--- config.mk ---
export PLATFORM = sky130hd
export DESIGN_NAME = mrs_seq
export DESIGN_NICKNAME = d
export VERILOG_FILES = /design/src/rtl/mrs_pkg.sv /design/src/rtl/mrs_addr_gen.sv /design/src/rtl/mrs_lockout.sv /design/src/rtl/mrs_ctrl.sv /design/src/rtl/mrs_seq.sv
export SDC_FILE = /design/constraint.sdc
export NUM_CORES = 1
export LEC_CHECK = 0
export CAP_MARGIN = 15
export CORE_MARGIN = 2
export CORE_UTILIZATION = 47
export CTS_BUF_LIST = sky130_fd_sc_hd__clkbuf_2
export CTS_CLUSTER_DIAMETER = 30
export CTS_CLUSTER_SIZE = 14
export DETAILED_ROUTE_END_ITERATION = 7
export DONT_BUFFER_PORTS = 1
export GPL_ROUTABILITY_DRIVEN = 1
export SLEW_MARGIN = 20
export SYNTH_ARGS = -nofsm -noshare
export SYNTH_HDL_FRONTEND = slang
export SYNTH_SLANG_ARGS = --single-unit
--- constraint.sdc ---
create_clock -name clk -period 2 [get_ports clk]
set_clock_uncertainty 0.15 [all_clocks]
set_input_delay 0.4 -clock clk [delete_from_list [all_inputs] [get_ports clk]]
set_output_delay 0.4 -clock clk [all_outputs]
set_load 0.03 [all_outputs]
--- src/rtl/mrs_pkg.sv ---
package mrs_pkg;
  localparam int ADDR_W = 13;
  localparam int MODE_W = 7;
  localparam int HI_W   = ADDR_W - MODE_W;

  localparam logic [HI_W-1:0] HI_NORMAL = 6'b000000;
  localparam logic [HI_W-1:0] HI_DLLRST = 6'b000010;

  localparam logic [1:0] BANK_MAIN = 2'b00;
  localparam logic [1:0] BANK_EXT  = 2'b01;

  typedef enum logic [1:0] {ST_IDLE, ST_ARM, ST_GAP} seq_state_t;
  typedef enum logic [1:0] {STEP_EXT, STEP_RST, STEP_NORM, STEP_USER} seq_step_t;

  function automatic logic mr_code_ok(input logic [HI_W-1:0] hi);
    return (hi == HI_NORMAL) || (hi == HI_DLLRST);
  endfunction
endpackage

--- src/rtl/mrs_addr_gen.sv ---
module mrs_addr_gen
  import mrs_pkg::*;
(
  input  seq_step_t          step,
  input  logic [MODE_W-1:0]  mode,
  input  logic               drive,
  input  logic [ADDR_W-1:0]  usr,
  output logic [1:0]         bank,
  output logic [ADDR_W-1:0]  value
);
  always_comb begin
    bank  = BANK_MAIN;
    value = '0;
    unique case (step)
      STEP_EXT: begin
        bank     = BANK_EXT;
        value[0] = 1'b0;
        value[1] = drive;
      end
      STEP_RST:  value = {HI_DLLRST, mode};
      STEP_NORM: value = {HI_NORMAL, mode};
      default:   value = usr;
    endcase
  end
endmodule

--- src/rtl/mrs_lockout.sv ---
module mrs_lockout #(
  parameter int LOCK_CYC = 200
) (
  input  logic clk,
  input  logic rst_n,
  input  logic restart,
  input  logic cke,
  output logic done
);
  localparam int CNT_W = $clog2(LOCK_CYC + 1);
  localparam logic [CNT_W-1:0] CNT_END = CNT_W'(LOCK_CYC);

  logic [CNT_W-1:0] cnt;
  logic             armed;

  always_ff @(posedge clk or negedge rst_n) begin
    if (!rst_n) begin
      cnt   <= '0;
      armed <= 1'b0;
    end else if (restart) begin
      cnt   <= '0;
      armed <= 1'b1;
    end else if (!cke) begin
      cnt <= '0;
    end else if (cnt != CNT_END) begin
      cnt <= cnt + 1'b1;
    end
  end

  assign done = armed && (cnt == CNT_END);
endmodule

--- src/rtl/mrs_ctrl.sv ---
module mrs_ctrl
  import mrs_pkg::*;
#(
  parameter int T_MRD = 2
) (
  input  logic              clk,
  input  logic              rst_n,
  input  logic              seq_start,
  input  logic              usr_valid,
  input  logic [ADDR_W-1:0] usr_addr,
  input  logic              all_idle,
  output logic              usr_ready,
  output logic              issue,
  output seq_step_t         step,
  output logic [ADDR_W-1:0] usr_hold,
  output logic              busy,
  output logic              rsv_err
);
  localparam int GAP_W = (T_MRD > 1) ? $clog2(T_MRD) : 1;
  localparam logic [GAP_W-1:0] GAP_INIT = GAP_W'(T_MRD - 1);

  seq_state_t       state;
  logic [GAP_W-1:0] gap;

  assign usr_ready = (state == ST_IDLE) && !seq_start;
  assign issue     = (state == ST_ARM) && all_idle;
  assign busy      = (state != ST_IDLE);

  always_ff @(posedge clk or negedge rst_n) begin
    if (!rst_n) begin
      state    <= ST_IDLE;
      step     <= STEP_EXT;
      gap      <= '0;
      usr_hold <= '0;
      rsv_err  <= 1'b0;
    end else begin
      rsv_err <= 1'b0;
      unique case (state)
        ST_IDLE: begin
          if (seq_start) begin
            step  <= STEP_EXT;
            state <= ST_ARM;
          end else if (usr_valid) begin
            if (mr_code_ok(usr_addr[ADDR_W-1:MODE_W])) begin
              usr_hold <= usr_addr;
              step     <= STEP_USER;
              state    <= ST_ARM;
            end else begin
              rsv_err <= 1'b1;
            end
          end
        end
        ST_ARM: begin
          if (all_idle) begin
            gap   <= GAP_INIT;
            state <= ST_GAP;
          end
        end
        default: begin
          if (gap != '0) begin
            gap <= gap - 1'b1;
          end else begin
            unique case (step)
              STEP_EXT: begin step <= STEP_RST;  state <= ST_ARM; end
              STEP_RST: begin step <= STEP_NORM; state <= ST_ARM; end
              default:  state <= ST_IDLE;
            endcase
          end
        end
      endcase
    end
  end
endmodule

--- src/rtl/mrs_seq.sv ---
module mrs_seq
  import mrs_pkg::*;
#(
  parameter int T_MRD    = 2,
  parameter int LOCK_CYC = 200
) (
  input  logic        clk,
  input  logic        rst_n,
  input  logic        seq_start,
  input  logic [6:0]  cfg_mode,
  input  logic        cfg_drive,
  input  logic        usr_valid,
  output logic        usr_ready,
  input  logic [12:0] usr_addr,
  input  logic        all_idle,
  input  logic        cke,
  input  logic        sr_exit,
  output logic        cs_n,
  output logic        ras_n,
  output logic        cas_n,
  output logic        we_n,
  output logic [1:0]  ba,
  output logic [12:0] addr,
  output logic        busy,
  output logic        rd_ready,
  output logic        rsv_err
);
  logic              issue;
  seq_step_t         step;
  logic [ADDR_W-1:0] usr_hold;
  logic [1:0]        gen_ba;
  logic [ADDR_W-1:0] gen_addr;
  logic              lock_done;
  logic              relock;

  mrs_ctrl #(.T_MRD(T_MRD)) u_ctrl (
    .clk      (clk),
    .rst_n    (rst_n),
    .seq_start(seq_start),
    .usr_valid(usr_valid),
    .usr_addr (usr_addr),
    .all_idle (all_idle),
    .usr_ready(usr_ready),
    .issue    (issue),
    .step     (step),
    .usr_hold (usr_hold),
    .busy     (busy),
    .rsv_err  (rsv_err)
  );

  mrs_addr_gen u_gen (
    .step (step),
    .mode (cfg_mode),
    .drive(cfg_drive),
    .usr  (usr_hold),
    .bank (gen_ba),
    .value(gen_addr)
  );

  assign relock = sr_exit || (issue && (step == STEP_EXT));

  mrs_lockout #(.LOCK_CYC(LOCK_CYC)) u_lock (
    .clk    (clk),
    .rst_n  (rst_n),
    .restart(relock),
    .cke    (cke),
    .done   (lock_done)
  );

  always_ff @(posedge clk or negedge rst_n) begin
    if (!rst_n) begin
      {cs_n, ras_n, cas_n, we_n} <= 4'b0111;
      ba   <= '0;
      addr <= '0;
    end else if (issue) begin
      {cs_n, ras_n, cas_n, we_n} <= 4'b0000;
      ba   <= gen_ba;
      addr <= gen_addr;
    end else begin
      {cs_n, ras_n, cas_n, we_n} <= 4'b0111;
      ba   <= '0;
      addr <= '0;
    end
  end

  assign rd_ready = lock_done && !busy;
endmodule

### Yosys cells after proc, flatten, opt, wreduce, memory -nomap -nowiden

Cells that the tools add are included.
Widths: inputs -> output; s select.

* equality and inequality tests: 12
* muxes and demuxes: 29
* reduce and logical (&&, ||, !) cells: 20
* bitwise operators: 3
* add/sub/neg operators: 2

Operator list (number)
* $pmux 11 s3: 1
* $mux 8: 3
* $mux 2: 10
* $pmux 2 s2: 4
* $mux 13: 1
* $mux 1: 9
* $ne 3x3->1 const B: 3
* $add 8x1->8 const B: 1
* $eq 8x8->1 const B: 1
* $ne 8x8->1 const B: 1
* $reduce_and 4->1: 2
* $eq 6x2->1 const B: 1
* $logic_not 6->1: 1
* $logic_and 1x1->1: 5
* $reduce_and 5->1: 1
* $eq 2x1->1 const B: 2
* $logic_not 2->1: 2
* $ne 2x2->1 const B: 2
* $reduce_or 2->1: 2
* $ne 3x1->1 const B: 1
* $not 1->1: 3
* $reduce_bool 3->1: 1
* $eq 2x2->1 const B: 1
* $logic_not 1->1: 2
* other kinds (5): 6

* word-level logic and storage cells: 76
* flip-flop bits (word level): 44

### Longest topological paths before layout

Gate-level depths: netlist of the first run.

* depth in word-level cells: 6
* mapped depth: 6
* gate-level depth less buffers: 6

### Hierarchy

From an unflattened synthesis of the first run, not the netlist that was laid out.

* cells, all modules: 187
* area total of the unflattened synthesis: 2109.5 µm²

Modules (own cells, without submodules)
* mrs_ctrl: area an instance 830.8 µm², cells an instance 61, times used 1
* mrs_seq: area an instance 571.8 µm², cells an instance 40, times used 1
* mrs_lockout: area an instance 478.0 µm², cells an instance 49, times used 1
* mrs_addr_gen: area an instance 229.0 µm², cells an instance 37, times used 1

### Worst setup path after synthesis of the first run

Ideal clock, no wire load.

* path kind: register to register
* from: register u_ctrl.state[1]
* to: register u_ctrl.usr_hold[4]
* clock period less this slack: 2342 ps
* arrival: 2067 ps
* stages on the path, launching flop included: 5
* setup time: 125 ps
* setup slack: -342 ps
* cells stage by stage: dfrtp_1 > nor3_1 > nand4_1 > buf_4 > mux2_4

* word-level cells in the longest chain between the ends: 2

Ends and longest elaborated chain
* from (decl): RTL line mrs_ctrl.sv:22 `seq_state_t state;`
* from (signal assigned): RTL line mrs_ctrl.sv:31 `state <= ST_IDLE;`
* from (signal assigned): RTL line mrs_ctrl.sv:42 `state <= ST_ARM;`
* from (signal assigned): RTL line mrs_ctrl.sv:47 `state <= ST_ARM;`
* $logic_not 2->1: RTL line mrs_ctrl.sv:38 `unique case (state)`
* $reduce_and 4->1 (no line)
* to (signal assigned): RTL line mrs_ctrl.sv:45 `usr_hold <= usr_addr;`
* to (decl): RTL line mrs_ctrl.sv:15 `output logic [ADDR_W-1:0] usr_hold,`

Every way passes these cells.
A chain may end at the register's enable or synchronous reset.

### Final worst setup path of the first run

* from: register u_lock.cnt[1]
* to: output rd_ready

* word-level cells in the longest chain between the ends: 3

Ends and longest elaborated chain
* from (decl): RTL line mrs_lockout.sv:13 `logic [CNT_W-1:0] cnt;`
* from (signal assigned): RTL line mrs_lockout.sv:26 `cnt <= cnt + 1'b1;`
* $eq 8x8->1: RTL line mrs_lockout.sv:30 `assign done = armed && (cnt == CNT_END);`
* $logic_and 1x1->1: RTL line mrs_lockout.sv:30
* $logic_and 1x1->1: RTL line mrs_seq.sv:86 `assign rd_ready = lock_done && !busy;`
* to (decl): RTL line mrs_seq.sv:25 `output logic rd_ready,`

Every way passes these cells.

==> results of run 1 <==
-- cell families after synthesis --
| logic type | Yosys count |
|---|---|
| and+or+nand+nor | 65 |
| muxes | 12 |
| other | 1 |
| xor gates and xnor gates | 6 |
| buffers and inverters | 17 |
| AOI/OAI and AO/OA | 17 |
| DFF | 43 |
| adders and majority gates | 6 |
-- final timing paths --
| kind | from | slack [ns] | cells after the start | endpoint |
|---|---|---|---|---|
| min in group asynchronous | rst_n | 0.30 | 2 | u_ctrl.usr_hold[8] |
| setup / recovery | u_lock.cnt[1] | -0.19 | 6 | rd_ready |
| setup reg to reg | u_ctrl.step[0] | 0.17 | 5 | u_lock.cnt[6] |
| max in group asynchronous | rst_n | 1.13 | 2 | we_n |
| hold reg to reg | u_lock.armed | 0.37 | 1 | u_lock.armed |
| hold / removal | cfg_mode[0] | 0.09 | 4 | addr[0] |
-- report_power, final --
| group | internal (mW) | total [mW] | switching [mW] | leakage (nW) |
|---|---|---|---|---|
| registers | 0.984 | 1.17 | 0.183 | 0.580 |
| logic | 0.272 | 0.639 | 0.368 | 0.424 |
| clock network | 0.0843 | 0.348 | 0.263 | 0.0281 |
| total | 1.34 | 2.15 | 0.814 | 1.03 |
-- what timing repair did --
item                                    CTS  global route
setup buffers                             1             2
hold buffers                             12             0
pin swaps                                 0             0
endpoints found under the setup margin    1             2
endpoints found under the hold margin    53             0
resized for setup                         2             1
-- metrics by stage --
stage / area, um2 / TNS [ns]
finish: 2140 / -0.187
global route: 2140 / -0.317
CTS: 2120 / -0.241
detailed placement: 1940 / 0
global placement: 1940 / 0
floorplan: 1900 / 0
-- layer usage --
metal,vias up,part of all wire (%)
met2,32,52
met4,0,1.7
met1,615,41
met5,-,0
li1,596,-
met3,7,4.5
-- registers in the layout, indices dropped and copies added, names as in the netlist --
signal / count
ba: 1
u_ctrl.state: 2
addr: 13
u_ctrl.rsv_err: 1
u_lock.armed: 1
we_n: 1
u_lock.cnt: 8
u_ctrl.usr_hold: 13
u_ctrl.gap: 1
u_ctrl.step: 2
-- worst max-delay path: cells and delay by family, from the launching register on --
family / cells / cell delay [ns]
buffers and inverters: 2 / 0.19
adder cells (fa/ha/maj): 1 / 0.13
AND/OR/NAND/NOR: 3 / 0.49
flip-flops: 1 / 0.45
-- layout by cell type (no fill, tap or decap), types with 2 or more instances in the layout --
cell type,n
a21oi_1,7
and2_1,5
and3_1,9
buf_4,7
clkbuf_2,6
clkinv_1,2
conb_1,2
dfrtp_1,42
dlygate4sd3_1,11
ha_1,6
inv_1,7
mux2_2,9
mux2i_1,2
nand2_1,7
nand3_1,4
nor2_1,21
nor2b_1,2
nor3_1,3
nor3b_1,5
o21a_1,2
o21ai_0,2
xnor2_1,2
xor2_1,4
-- final cells by class --
class / count / area (um2)
fill: 343 / 1800
sequential: 43 / 1080
multi-input combinational: 108 / 737
timing repair buffer: 20 / 194
tap: 50 / 62.6
clock buffer: 6 / 30.0
inverter: 8 / 30.0
clock inverter: 2 / 7.51
==> run_results.csv, run 1 <==
group,metric,value,unit
status,outcome,"finished with violations",
status,violations,"setup timing",
finish,nNetsFinal,220,
critical_path,crit_arrival,1.64,ns
grt,grt_util_met1,20.7,%
drt,via_per_inst,5.27,
floorplanning,die_h,67.4,um
power,power_leakage,1.03,nW
grt,grt_busiest_layer,"met2",
synthesis,synthTopCellsByCount,"dfrtp_1 (42), nor2_1 (22), and3_1 (9), mux2_2 (9), inv_1 (8)",
power,total_power,2.15,mW
synthesis,yosys-top-cells-area,"dfrtp_1 (56%), mux2_2 (5.4%), nor2_1 (4.4%)",
drt,dr.first_iter.drc_count,60,
synthesis,yosysTopAreaCell,"dfrtp_1",
synthesis,synth.most_common_cell,"dfrtp_1",
drt,drc_errors,0,
synthesis,synthXorXnorAreaFrac,2.79,%
grt,grt_use_met3,4.50,%
grt,track_usage,17.9,%
critical_path,path_class,"flop to output port",
synthesis,synth_cell_types,37,
clocking,clock_latency,0.39,ns
synthesis,synth_edf_count,0,
power,power_density,1010,mW/mm2
floorplanning,die_w,67.4,um
grt,grt_antenna_before_repair,0,
flow_run,maxCapViolations,0,
clocking,cts_tree,"done",
floorplanning,die_area,0.00454,mm2
critical_path,critPathLaunchType,"flop",
finish,diodes,0,
placement,place_ws,0.173,ns
drt,vias,1250,
grt,met2_usage,30.9,%
sta,rsz0062_at_grt,"yes",
drt,avgRoutedWirePerCell,14.7,um
clocking,clk_pin_slew,0.22,ns
clocking,htreeDepth,2,
grt,grt_max_degree,44,
drt,dr.pass1.iters,4,
synthesis,synthAdderAreaFrac,3.98,%
sta,tightest_slew,0.619,ns
floorplanning,io_pins,51,
placement,gp_congestion,0.811,
sta,fmax,0.457,GHz
floorplanning,core,0.00394,mm2
clocking,clockBufferDepth,2,
sta,hold_viol,0,
grt,grt_pass1_wl,5820,um
placement,hpwl,2430,um
sta,fin_crit,2.19,ns
grt,grt_pass1_vias,1294,
synthesis,seq_area_frac_synth,57.1,%
finish,fin_util,54.2,%
synthesis,synth.avg_cell_area,11.3,um2
floorplanning,start_util,47.9,%
critical_path,required,1.45,ns
synthesis,synth-simple-area-share,18.0,%
clocking,cts_buffers,5,
finish,areaGrowthSynthToFinish,13.3,%
synthesis,synth_top_cell_area_share,55.7,%
sta,slew_violations,0,
finish,final_cells,237,
sta,relSlewSlack,58.7,%
synthesis,synthFlopType,"dfrtp_1",
drt,drtAntennaViolNets,0,
synthesis,synthArstFlopShare,100,%
synthesis,syn_area,0.00189,mm2
synthesis,syn-instance-count,167,
placement,place_inst,214,
sta,setup_slack,-0.187,ns
critical_path,cp_cell_sequence,"inv_1, ha_1, nand3b_1, nor4_2, and3_1, buf_6",
sta,min_period_over_period,109,%
critical_path,slowest_stage,"dfrtp_1",
power,vdd_ir_drop_max,607,uV
hold_path,min_path_type,"input port to flop",
critical_path,cp-end-kind,"output port",
critical_path,cp_max_fo,3,
synthesis,ys_ff_latch,43,
sta,whs,0.0947,ns
clocking,ctsRootBufferMaster,"clkbuf_2",
drt,wirelength,3490,um
floorplanning,fp-row-count,23,
synthesis,ys_warn_count,0,
sta,finalSetupViolCount,1,
clocking,clock-sinks,43,
critical_path,cp_slowest_stage_delay,0.45,ns
finish,layout-drive-gt1-share,17.1,%
synthesis,synth_top_family_by_area,"simple AND/OR/NAND/NOR gates",
grt,grt-ovfl-total,0,
synthesis,muxShareOfSynthArea,7.23,%
synthesis,synth_compound_area_share,5.90,%
placement,placement.io_buffers,0,
No activity file was read; power rests on OpenSTA's default activity.
==> run 2: changes to the inputs <==
CORE_ASPECT_RATIO = 0.5   (was not set)
HOLD_SLACK_MARGIN = 0.05   (was not set)
MAX_ROUTING_LAYER = met4   (was not set)
==> run 2 against run 1 <==
  * The run still ends with setup timing left
  * Utilization rose by 1.7 points
  * Cell count rose by 2.1%
  * Routed wire length fell by 3.0%
  * Global-route usage fell by 0.70 points
  * Sequential cell count did not move
  * Critical endpoint unchanged
  * Largest cell class unchanged
  * Highest routed layer unchanged
==> run_results.csv, run 2 (synthesis gave the netlist of run 1 again) <==
group,metric,value,unit
clocking,htreeDepth,2,
critical_path,path_class,"flop to output port",
clocking,clock-sinks,43,
finish,finalInstanceArea,0.00217,mm2
critical_path,crit_start,"u_lock.cnt[0]",
placement,postPlaceCellArea,0.00195,mm2
sta,fin_crit,2.19,ns
status,violations,"setup timing",
grt,grt-ovfl-total,0,
critical_path,required,1.45,ns
placement,hpwl,2270,um
clocking,cts_tree,"done",
drt,vias,1211,
grt,track_usage,17.2,%
drt,dr.first_iter.drc_count,54,
floorplanning,die_w,93.6,um
clocking,cts_buffers,5,
sta,setup_slack,-0.190,ns
drt,wirelength,3380,um
power,power_density,1030,mW/mm2
critical_path,r2r_start,"u_ctrl.step[1]",
grt,grt_pass1_vias,1244,
drt,via_per_inst,5.00,
critical_path,cp-endpoint,"rd_ready",
critical_path,reg2regPathDepth,5,
hold_path,min_path_type,"input port to flop",
floorplanning,die_h,48.8,um
grt,grt_antenna_before_repair,0,
finish,diodes,0,
floorplanning,die_area,0.00457,mm2
clocking,clk_pin_slew,0.23,ns
clocking,clockBufferDepth,2,
sta,slew_violations,0,
grt,grt_pass1_wl,5820,um
finish,largest_registers,"addr (13), u_ctrl.usr_hold (13), u_lock.cnt (8)",
finish,ff_latch_area,0.00108,mm2
sta,fin_setup_tns,-0.190,ns
sta,hold_viol,0,
clocking,ctsRootBufferMaster,"clkbuf_2",
drt,drc_errors,0,
clocking,clock_latency,0.40,ns
drt,drtAntennaViolNets,0,
sta,fmax,0.457,GHz
finish,nFillCells,362,
sta,whs,0.0930,ns
finish,final_cell_mix,"dfrtp_1 (41), nor2_1 (21), dlygate4sd3_1 (12)",
drt,dr.pass1.iters,4,
power,vdd_ir_drop_max,554,uV
placement,placement.io_buffers,0,
critical_path,r2r_slack,0.17,ns
critical_path,critPathLaunchType,"flop",
floorplanning,fp-row-count,16,
floorplanning,io_pins,51,
grt,grt_max_degree,44,
critical_path,crit_arrival,1.64,ns
sta,finalSetupViolCount,1,
power,power_leakage,1.03,nW
hold_path,hold_depth,4,
drt,avgRoutedWirePerCell,14.0,um
finish,layout-drive-gt1-share,19.1,%
critical_path,cp-end-kind,"output port",
finish,final_common_cell,"dfrtp_1",
critical_path,r2r-end,"u_lock.cnt[0]",
status,outcome,"finished with violations",
critical_path,cp_max_fo,2,
floorplanning,core,0.00388,mm2
placement,gp_congestion,0.841,
floorplanning,start_util,48.6,%
finish,nNetsFinal,221,
sta,rsz0062_at_grt,"yes",
finish,multi_input_area,747,um2
flow_run,maxCapViolations,0,
sta,min_period_over_period,109,%
finish,areaGrowthSynthToFinish,15.1,%
-- run 2: critical path: stages (launching register included) --
cell	delay (ns)
dfrtp_1	0.45
inv_2	0.07
ha_1	0.14
nand3b_1	0.11
nor4_2	0.19
and3_4	0.28
-- run 2: stage by stage --
step	util [%]	total power [mW]	setup slack (ns)	instances
after global routing	55.9	2.40	-0.341	242
after detailed placement	50.3	1.80	0.163	219
after global placement	50.3	1.79	0.194	219
after CTS	55.3	2.25	-0.252	240
after floorplan	-	1.66	0.0115	168
final	55.9	2.24	-0.190	242
-- run 2: worst min path at each step --
stage	start	end	slack, ns
after global routing	cfg_mode[0]	addr[0]	0.09
final	cfg_mode[0]	addr[0]	0.09
after floorplan	rst_n	addr[0]	-0.05
after global placement	rst_n	u_ctrl.usr_hold[1]	-0.04
after CTS	cfg_mode[0]	addr[0]	0.05
after detailed placement	rst_n	u_ctrl.usr_hold[1]	-0.04
-- run 2: where the power goes --
part	switching (mW)	leakage, nW	total, mW	internal [mW]
combinational	0.373	0.426	0.672	0.299
clock	0.296	0.0256	0.385	0.0897
sequential	0.192	0.578	1.18	0.986
total	0.861	1.03	2.24	1.38
-- run 2: layout make-up --
class	count	area share [%]
Clock inverter	3	1.09
Timing Repair Buffer	21	9.22
Multi-Input combinational cell	108	34.4
Tap cell	54	3.11
Inverter	8	1.38
Clock buffer	5	1.15
Sequential cell	43	49.7
-- run 2: timing repair --
item                                    4_1_cts  5_1_grt
hold endpoints to repair                     53        1
buffers inserted                              1        1
endpoints found under the setup margin        2        2
pin swaps                                     1        1
hold buffers                                 12        1
resized for setup                             4        2
-- run 2: layer usage --
metal	GRT usage [%]	vias to the layer above	wire length (um)
met5	-	-	0
met4	4.35	0	13
met3	5.41	2	137
met2	26.0	26	1600
met1	22.9	583	1630
li1	-	600	-
==> run 3: changes to the inputs <==
CORE_UTILIZATION = 46   (was 47)
==> run 3 against run 2 <==
  * Via count up 2.7%
  * Critical endpoint unchanged
  * Sequential power about the same
  * Die area up 2.0%
  * Final area down 0.69%
  * Cell count unchanged
  * Global-route usage up 0.59 points
  * Combinational power down 2%
  * The flow still finishes with violations (setup timing)
  * Register-to-register slack better by 0.04 ns
  * Routed wire length up 2.8%
  * Clock power down 6.2%
==> run_results.csv, run 3 (synthesis gave the netlist of run 1 again) <==
group,metric,value,unit
grt,grt_max_degree,44,
power,power_leakage,1.03,nW
power,total_power,2.19,mW
sta,fin_crit,2.21,ns
sta,rsz0062_at_grt,"yes",
critical_path,r2r_start,"u_ctrl.step[0]",
sta,finalSetupViolCount,1,
sta,setup_slack,-0.210,ns
grt,grt-ovfl-total,0,
finish,nFillCells,357,
power,vdd_ir_drop_max,499,uV
clocking,clk_pin_slew,0.20,ns
grt,track_usage,17.8,%
critical_path,crit_start,"u_lock.cnt[0]",
sta,hold_viol,0,
sta,slew_violations,0,
hold_path,min_path_type,"input port to flop",
finish,largest_registers,"addr (13), u_ctrl.usr_hold (13), u_lock.cnt (8)",
drt,drc_errors,0,
finish,areaGrowthSynthToFinish,14.3,%
clocking,clock_latency,0.40,ns
placement,placement.io_buffers,0,
critical_path,path_class,"flop to output port",
drt,wirelength,3480,um
grt,grt_antenna_before_repair,0,
sta,fin_setup_tns,-0.210,ns
finish,layout-drive-gt1-share,18.6,%
floorplanning,start_util,48.1,%
drt,drtAntennaViolNets,0,
sta,min_period_over_period,110,%
clocking,htreeDepth,2,
clocking,clock-sinks,43,
sta,fmax,0.453,GHz
finish,diodes,0,
placement,place_ws,0.204,ns
critical_path,r2r-end,"u_lock.cnt[4]",
drt,drt-met1-wl,1710,um
clocking,ctsRootBufferMaster,"clkbuf_2",
critical_path,required,1.45,ns
status,violations,"setup timing",
status,outcome,"finished with violations",
grt,grt_pass1_wl,6050,um
hold_path,min_to,"addr[0]",
drt,via_per_inst,5.14,
clocking,clockBufferDepth,2,
sta,tightest_slew,0.571,ns
floorplanning,core,0.00392,mm2
critical_path,cp-end-kind,"output port",
drt,dr.max_layer_used,"met4",
finish,nNetsFinal,221,
drt,wl_met2,1530,um
drt,dr.first_iter.drc_count,105,
clocking,cts_buffers,5,
floorplanning,die_area,0.00466,mm2
placement,hpwl,2320,um
finish,final_common_cell,"dfrtp_1",
drt,route.met3.wl,203,um
power,power_density,1020,mW/mm2
placement,gp_congestion,0.747,
critical_path,critPathLaunchType,"flop",
floorplanning,fp-row-count,16,
floorplanning,die_h,49.3,um
flow_run,maxCapViolations,0,
floorplanning,die_w,94.6,um
critical_path,crit_arrival,1.66,ns
critical_path,cp_max_fo,2,
hold_path,hold_depth,4,
grt,grt_pass1_vias,1259,
critical_path,r2r_slack,0.21,ns
drt,dr.pass1.iters,4,
hold_path,worstHoldStart,"cfg_mode[0]",
floorplanning,io_pins,51,
clocking,cts_tree,"done",
finish,final_cell_mix,"dfrtp_1 (40), nor2_1 (21), dlygate4sd3_1 (12)",
drt,vias,1244,
sta,relSlewSlack,62.0,%
drt,avgRoutedWirePerCell,14.4,um
critical_path,reg2regPathDepth,5,
-- run 3: critical path, stage by stage, from the launching register on --
cell,delay (ns)
dfrtp_1,0.43
inv_2,0.07
ha_1,0.14
nand3b_1,0.10
nor4_2,0.18
and3_1,0.21
buf_6,0.13
-- run 3: layout make-up --
type | instances | area (um2) | area share, %
Clock buffer | 6 | 30.0 | 1.39
Clock inverter | 2 | 8.76 | 0.406
Inverter | 8 | 30.0 | 1.39
Multi-Input combinational cell | 108 | 737 | 34.2
Sequential cell | 43 | 1080 | 50.1
Tap cell | 54 | 67.6 | 3.13
Timing Repair Buffer | 21 | 204 | 9.45
-- run 3: timing repair --
action / CTS / global route
pin swaps: 0 / 0
hold buffers: 12 / 1
endpoints found under the setup margin: 2 / 2
hold endpoints to repair: 53 / 1
resized for setup: 3 / 2
setup buffers: 1 / 1
-- run 3: worst max-delay path by stage --
stage / to / cells past startpoint
after CTS: rd_ready / 6
after detailed placement: rd_ready / 6
after global routing: rd_ready / 6
after global placement: rd_ready / 6
final: rd_ready / 6
after floorplan: u_ctrl.usr_hold[4] / 4
-- run 3: per-layer routing --
layer  GRT usage, %  vias to the layer above
met5              -                        -
met4           4.35                        0
met3           5.72                        6
met2           25.2                       32
met1           24.9                      608
li1               -                      598
-- run 3: where the power goes --
| group | switching [mW] | internal (mW) |
|---|---|---|
| clock network | 0.275 | 0.0861 |
| logic | 0.371 | 0.290 |
| registers | 0.184 | 0.988 |
-- run 3: through the flow --
step	hold WS [ns]	utilization [%]	std cells	cell area [um2]
final	0.0920	55.0	242	2160
after global routing	0.0888	55.0	242	2160
after CTS	0.0641	54.5	240	2140
after detailed placement	-0.0447	49.8	219	1950
after global placement	-0.0448	49.8	219	1950
after floorplan	-0.0456	-	168	1900
